`config.mk`:
```
export PLATFORM = sky130hd
export DESIGN_NAME = pfx_codec
export DESIGN_NICKNAME = d
export VERILOG_FILES = /design/src/rtl/pfx_codec_pkg.sv /design/src/rtl/pfx_len_sel.sv /design/src/rtl/pfx_serial_dec.sv /design/src/rtl/pfx_serial_enc.sv /design/src/rtl/pfx_codec.sv
export SDC_FILE = /design/constraint.sdc
export NUM_CORES = 1
export LEC_CHECK = 0
export BUFFER_PORTS_ARGS = -buffer_cell sky130_fd_sc_hd__buf_2
export CORE_MARGIN = 5
export CORE_UTILIZATION = 54
export DETAILED_ROUTE_END_ITERATION = 10
export PLACE_DENSITY = 0.77
export SLEW_MARGIN = 15
export SYNTH_ARGS = -nofsm -noshare
export SYNTH_HDL_FRONTEND = slang
export SYNTH_SLANG_ARGS = --single-unit
```
`constraint.sdc`:
```
create_clock -name clk -period 2.14 [get_ports clk]
set_clock_uncertainty 0.15 [all_clocks]
set_input_delay 0.214 -clock clk [delete_from_list [all_inputs] [get_ports clk]]
set_output_delay 0.214 -clock clk [all_outputs]
set_load 0.01 [all_outputs]
```
`src/rtl/pfx_codec_pkg.sv`:
```
package pfx_codec_pkg;

   localparam int SYM_W     = 5;   // letter index width
   localparam int CW_W      = 5;   // longest codeword
   localparam int CW_SHORT  = 4;   // shortest codeword
   localparam int LETTERS   = 26;
   localparam int N_SHORT   = 6;   // indices 0..5 are short
   localparam int N_HIGH    = 16;  // indices 6..21 start with 1

   typedef struct packed {
      logic [CW_W-1:0] bits;   // right-aligned codeword
      logic            long_cw;
   } cw_t;

   // Codeword for a letter index (index assumed in range)
   function automatic cw_t cw_of(input logic [SYM_W-1:0] idx);
      cw_t r;
      if (idx < SYM_W'(N_SHORT)) begin
         r.bits    = idx + CW_W'(2);
         r.long_cw = 1'b0;
      end else if (idx < SYM_W'(N_SHORT + N_HIGH)) begin
         r.bits    = idx + CW_W'(10);
         r.long_cw = 1'b1;
      end else begin
         r.bits    = idx - CW_W'(N_SHORT + N_HIGH);
         r.long_cw = 1'b1;
      end
      return r;
   endfunction

endpackage

```
`src/rtl/pfx_len_sel.sv`:
```
module pfx_len_sel (
   input  logic [2:0] head,      // first three bits, oldest in [2]
   output logic       is_long
);
   always_comb is_long = head[2] | (head == 3'b000);
endmodule

```
`src/rtl/pfx_serial_dec.sv`:
```
module pfx_serial_dec
   import pfx_codec_pkg::*;
#(
   parameter int IDX_W = SYM_W,
   parameter int SH_W  = CW_W
) (
   input  logic             clk,
   input  logic             rst,
   input  logic             bit_in,
   input  logic             bit_vld,
   output logic [IDX_W-1:0] idx_out,
   output logic             idx_vld
);
   localparam int CNT_W = $clog2(SH_W + 1);
   localparam logic [CNT_W-1:0] CNT_HEAD  = CNT_W'(2);
   localparam logic [CNT_W-1:0] CNT_SHORT = CNT_W'(CW_SHORT - 1);
   localparam logic [CNT_W-1:0] CNT_LONG  = CNT_W'(SH_W - 1);

   logic [SH_W-1:0]  sh_q, sh_nx;
   logic [CNT_W-1:0] cnt_q;
   logic             long_q, long_now, last_bit;
   logic [IDX_W-1:0] idx_nx;

   assign sh_nx = {sh_q[SH_W-2:0], bit_in};

   pfx_len_sel u_len (.head(sh_nx[2:0]), .is_long(long_now));

   always_comb begin
      last_bit = bit_vld && ((cnt_q == CNT_SHORT && !long_q) || cnt_q == CNT_LONG);
      if (!long_q)
         idx_nx = IDX_W'({1'b0, sh_nx[CW_SHORT-1:0]}) - IDX_W'(2);
      else if (sh_nx[SH_W-1])
         idx_nx = IDX_W'(sh_nx) - IDX_W'(10);
      else
         idx_nx = IDX_W'(sh_nx) + IDX_W'(N_SHORT + N_HIGH);
   end

   always_ff @(posedge clk) begin
      if (rst) begin
         sh_q    <= '0;
         cnt_q   <= '0;
         long_q  <= 1'b0;
         idx_vld <= 1'b0;
         idx_out <= '0;
      end else begin
         idx_vld <= last_bit;
         if (last_bit) idx_out <= idx_nx;
         if (bit_vld) begin
            sh_q <= sh_nx;
            if (last_bit) begin
               cnt_q  <= '0;
               long_q <= 1'b0;
            end else begin
               cnt_q <= cnt_q + CNT_W'(1);
               if (cnt_q == CNT_HEAD) long_q <= long_now;
            end
         end
      end
   end

   p_hold_r6: assert property (@(posedge clk) disable iff (rst)
      !bit_vld |=> $stable(cnt_q) && $stable(sh_q) && $stable(long_q));
   p_cnt_bound_r5: assert property (@(posedge clk) disable iff (rst)
      cnt_q <= CNT_LONG);
endmodule

```
`src/rtl/pfx_serial_enc.sv`:
```
module pfx_serial_enc
   import pfx_codec_pkg::*;
#(
   parameter int IDX_W = SYM_W,
   parameter int SH_W  = CW_W
) (
   input  logic             clk,
   input  logic             rst,
   input  logic [IDX_W-1:0] sym_in,
   input  logic             sym_load,
   output logic             sym_ready,
   output logic             ser_out,
   output logic             ser_vld
);
   localparam int CNT_W = $clog2(SH_W + 1);

   logic [SH_W-1:0]  sh_q;
   logic [CNT_W-1:0] cnt_q;
   logic             take;
   cw_t              cw;

   always_comb begin
      cw        = cw_of(SYM_W'(sym_in));
      sym_ready = cnt_q <= CNT_W'(1);
      take      = sym_load && sym_ready && (sym_in < IDX_W'(LETTERS));
      ser_out   = sh_q[SH_W-1];
      ser_vld   = cnt_q != '0;
   end

   always_ff @(posedge clk) begin
      if (rst) begin
         sh_q  <= '0;
         cnt_q <= '0;
      end else if (take) begin
         sh_q  <= cw.long_cw ? cw.bits : {cw.bits[SH_W-2:0], 1'b0};
         cnt_q <= cw.long_cw ? CNT_W'(SH_W) : CNT_W'(CW_SHORT);
      end else if (cnt_q != '0) begin
         sh_q  <= {sh_q[SH_W-2:0], 1'b0};
         cnt_q <= cnt_q - CNT_W'(1);
      end
   end

   p_reject_r9: assert property (@(posedge clk) disable iff (rst)
      sym_load && sym_in >= IDX_W'(LETTERS) && !ser_vld |=> !ser_vld);
   p_busy_r8: assert property (@(posedge clk) disable iff (rst)
      ser_vld && !sym_ready |=> ser_vld);
endmodule

```
`src/rtl/pfx_codec.sv`:
```
module pfx_codec
   import pfx_codec_pkg::*;
#(
   parameter int IDX_W = SYM_W,
   parameter int SH_W  = CW_W
) (
   input  logic             clk,
   input  logic             rst,
   input  logic             bit_in,
   input  logic             bit_vld,
   output logic [IDX_W-1:0] letter_out,
   output logic             letter_vld,
   input  logic [IDX_W-1:0] sym_in,
   input  logic             sym_load,
   output logic             sym_ready,
   output logic             ser_out,
   output logic             ser_vld
);
   generate
      if (IDX_W != SYM_W) begin : g_bad_idx
         $error("IDX_W must equal the package letter index width");
      end
      if (SH_W != CW_W) begin : g_bad_sh
         $error("SH_W must equal the longest codeword length");
      end
   endgenerate

   pfx_serial_dec #(.IDX_W(IDX_W), .SH_W(SH_W)) u_dec (
      .clk(clk), .rst(rst), .bit_in(bit_in), .bit_vld(bit_vld),
      .idx_out(letter_out), .idx_vld(letter_vld));

   pfx_serial_enc #(.IDX_W(IDX_W), .SH_W(SH_W)) u_enc (
      .clk(clk), .rst(rst), .sym_in(sym_in), .sym_load(sym_load),
      .sym_ready(sym_ready), .ser_out(ser_out), .ser_vld(ser_vld));

   p_reset_r1: assert property (@(posedge clk)
      rst |=> !letter_vld && !ser_vld && sym_ready);
   p_pulse_r5: assert property (@(posedge clk) disable iff (rst)
      letter_vld |=> !letter_vld);
   p_range_r10: assert property (@(posedge clk) disable iff (rst)
      letter_vld |-> letter_out < IDX_W'(LETTERS));
endmodule

```
==> flow_summary.toml <==
[run_status]
status = "finished, final reports clean"

[logic_synthesis]
synth_top_family_by_area = "compound AO/OA/AOI/OAI gates"
syn_nets = 153
seq_area_frac_synth = 0.375
synth-edff-count = 0
synth_cell_types = 30
synth_xor_area_frac = 0.0298
synthArstFlopShare = 0
syn_area_um2 = 1170
ys_ff_latch = 22
synth.area.top_cells = "dfxtp_1, ha_1, mux2i_1, nor2_1, a211oi_1"
synth_top_area_frac = 0.375
yosysMostFrequentCell = "nor2_1"
synthTopCellsByCount = "nor2_1, dfxtp_1, inv_1, mux2i_1, a211oi_1"
synth-compound-area-share = 0.155
syn_avg_cell_area_um2 = 8.83
synthAdderAreaFrac = 0.106
syn_inst = 133
synth-main-ff-cell = "dfxtp_1"
synthSimpleGateAreaFrac = 0.151
synth_largest_area_cell = "dfxtp_1"
synth.area.mux_share = 0.112
yosys_warnings = 0

[finish]
multi_input_area_um2 = 652
drive_gt1_frac = 0.193
n_fill_cell = 166
nets = 171
insertedDiodeCount = 0
seqCellArea_um2 = 440
synthToLayoutAreaGrowth_pct = 13.4

[floorplanning]
chipHeight_um = 56.6
num_rows = 16
die_w_um = 56.6
core_um2 = 2020
die_area_um2 = 3210
start_util = 0.581
io_pins = 19

[global_routing]
overflow = 0
antenna_found_initial = 0
grt_max_degree = 20
grt_pass1_wl_um = 3590
track_usage = 0.135
grt_pass1_vias = 843

[route]
wl_per_cell_um = 11.2
vias = 897
drc = 0
wl_um = 1980
drtIter0Drc = 18
firstDrtPassIters = 4
route.antenna.remaining_nets = 0
viasPerCell = 5.07

[timing]
post-route-min-period_ns = 1.84
max_freq_mhz = 544
grt_setup_unrepaired = "no"
hold_viol = 0
finalCritPeriodShare = 0.859
tightestPinTransition_ns = 0.381
final_max_slew_viol_count = 0
fin_setup_tns_ns = 0
timing.slew.headroom = 0.745
setup_viol = 0

[clock_tree]
cts-resized-gates = 0
clkTransAtPathRegs_ns = 0.12
hold_buffers = 0
cts_tree = "done"
clkLatencyLatePin_ns = 0.30
root_buffer = "clkbuf_4"
cts_buffer_depth = 2
cts_made_buffers = 3
cts_max_level = 1
post_cts_buffers = 0
cts_sinks = 22

[place]
gp_congestion = 0.730
port_buffers = 18
place_hpwl_um = 1560

[critical_path]
worstSetupEndpoint = "ser_vld"
rrSetupSlack_ns = 0.34
start_kind = "flip-flop"
cp.required_ns = 1.78
cp-end-kind = "output port"
cp.arrival_ns = 1.47
reg2reg_to = "u_dec.cnt_q[2]"
ff2ff_path_depth = 6
cp-startpoint = "u_enc.cnt_q[0]"
crit_path_max_fanout = 4
rr_startpoint = "u_dec.cnt_q[0]"
worst-setup-path-type = "flip-flop to output port"

[worst_hold_path]
hold_depth = 3
hold_path.class = "input port to flip-flop"

[pwr]
power_mw = 1.40
ir_worst_vdd_mv = 0.567
power_density_nw_per_um2 = 1050
leakage_nw = 0.597

[run]
drv_cap = 0
==> layer usage <==
layer	global-route usage	share of wire	wire length [um]	up-vias
met2	0.218	0.46	901	11
met1	0.175	0.49	971	395
met4	0.0339	0.011	21	0
met5	0	0	0	-
li1	-	-	-	489
met3	0.0413	0.042	84	2
==> sequential cells by signal, summed over array words and instances (netlist names) <==
signal	count
u_dec.cnt_q	3
u_enc.cnt_q	3
u_dec.idx_out	5
u_enc.sh_q	5
u_dec.idx_vld	1
u_dec.sh_q	4
u_dec.long_q	1
==> metrics by stage <==
step,area (um2),hold slack [ns],worst slack (ns),std cells,utilization
final,1330,0.0467,0.302,177,0.659
after global placement,1280,0.306,0.440,173,0.633
after CTS,1330,0.0365,0.288,177,0.659
after detailed placement,1280,0.320,0.345,173,0.633
after floorplan,1170,0.211,0.475,133,-
after global routing,1330,0.0377,0.130,177,0.659
==> worst min-delay path by stage <==
stage / from / endpoint
final: bit_in / u_dec.idx_out[0]
after floorplan: bit_in / u_dec.idx_out[0]
after global placement: u_enc.sh_q[0] / u_enc.sh_q[0]
after global routing: bit_in / u_dec.idx_out[0]
after detailed placement: u_enc.sh_q[0] / u_enc.sh_q[0]
after CTS: bit_in / u_dec.idx_out[0]
==> cell usage in the layout (no fill, tap or decap), drive strengths merged, types with 2 or more instances in the layout <==
cell / count
nor2b: 2
clkbuf: 3
ha: 10
mux2i: 12
a211oi: 11
dfxtp: 22
buf: 20
a21oi: 6
nand2: 3
xnor2: 4
nor2: 25
nor3: 3
or2: 2
inv: 13
==> critical path, stage by stage, from the launching register on <==
cell and delay, ns:
dfxtp_1 0.36, inv_1 0.09, ha_1 0.17, nor2b_1 0.35, inv_1 0.07, buf_2 0.14
==> power by group <==
group	leakage (nW)	internal, mW	switching (mW)	total, mW
Combinational	0.389	0.265	0.294	0.558
Clock	0.0279	0.189	0.121	0.310
Sequential	0.180	0.481	0.0546	0.535
==> cell type report <==
class / count / area share
Clock inverter: 1 / 0.0225
Tap cell: 27 / 0.0254
Inverter: 13 / 0.0366
Timing Repair Buffer: 20 / 0.0789
Clock buffer: 3 / 0.0169
Sequential cell: 22 / 0.331
Multi-Input combinational cell: 91 / 0.489
==> kinds of logic after synthesis <==
group	Yosys count
AO/OA/AOI/OAI	24
multiplexers	13
adder cells (fa/ha/maj)	10
XOR/XNOR	4
AND/OR/NAND/NOR	40
buffers and inverters	20
flip-flops	22
Note: power is estimated with default switching activity, not from simulation.
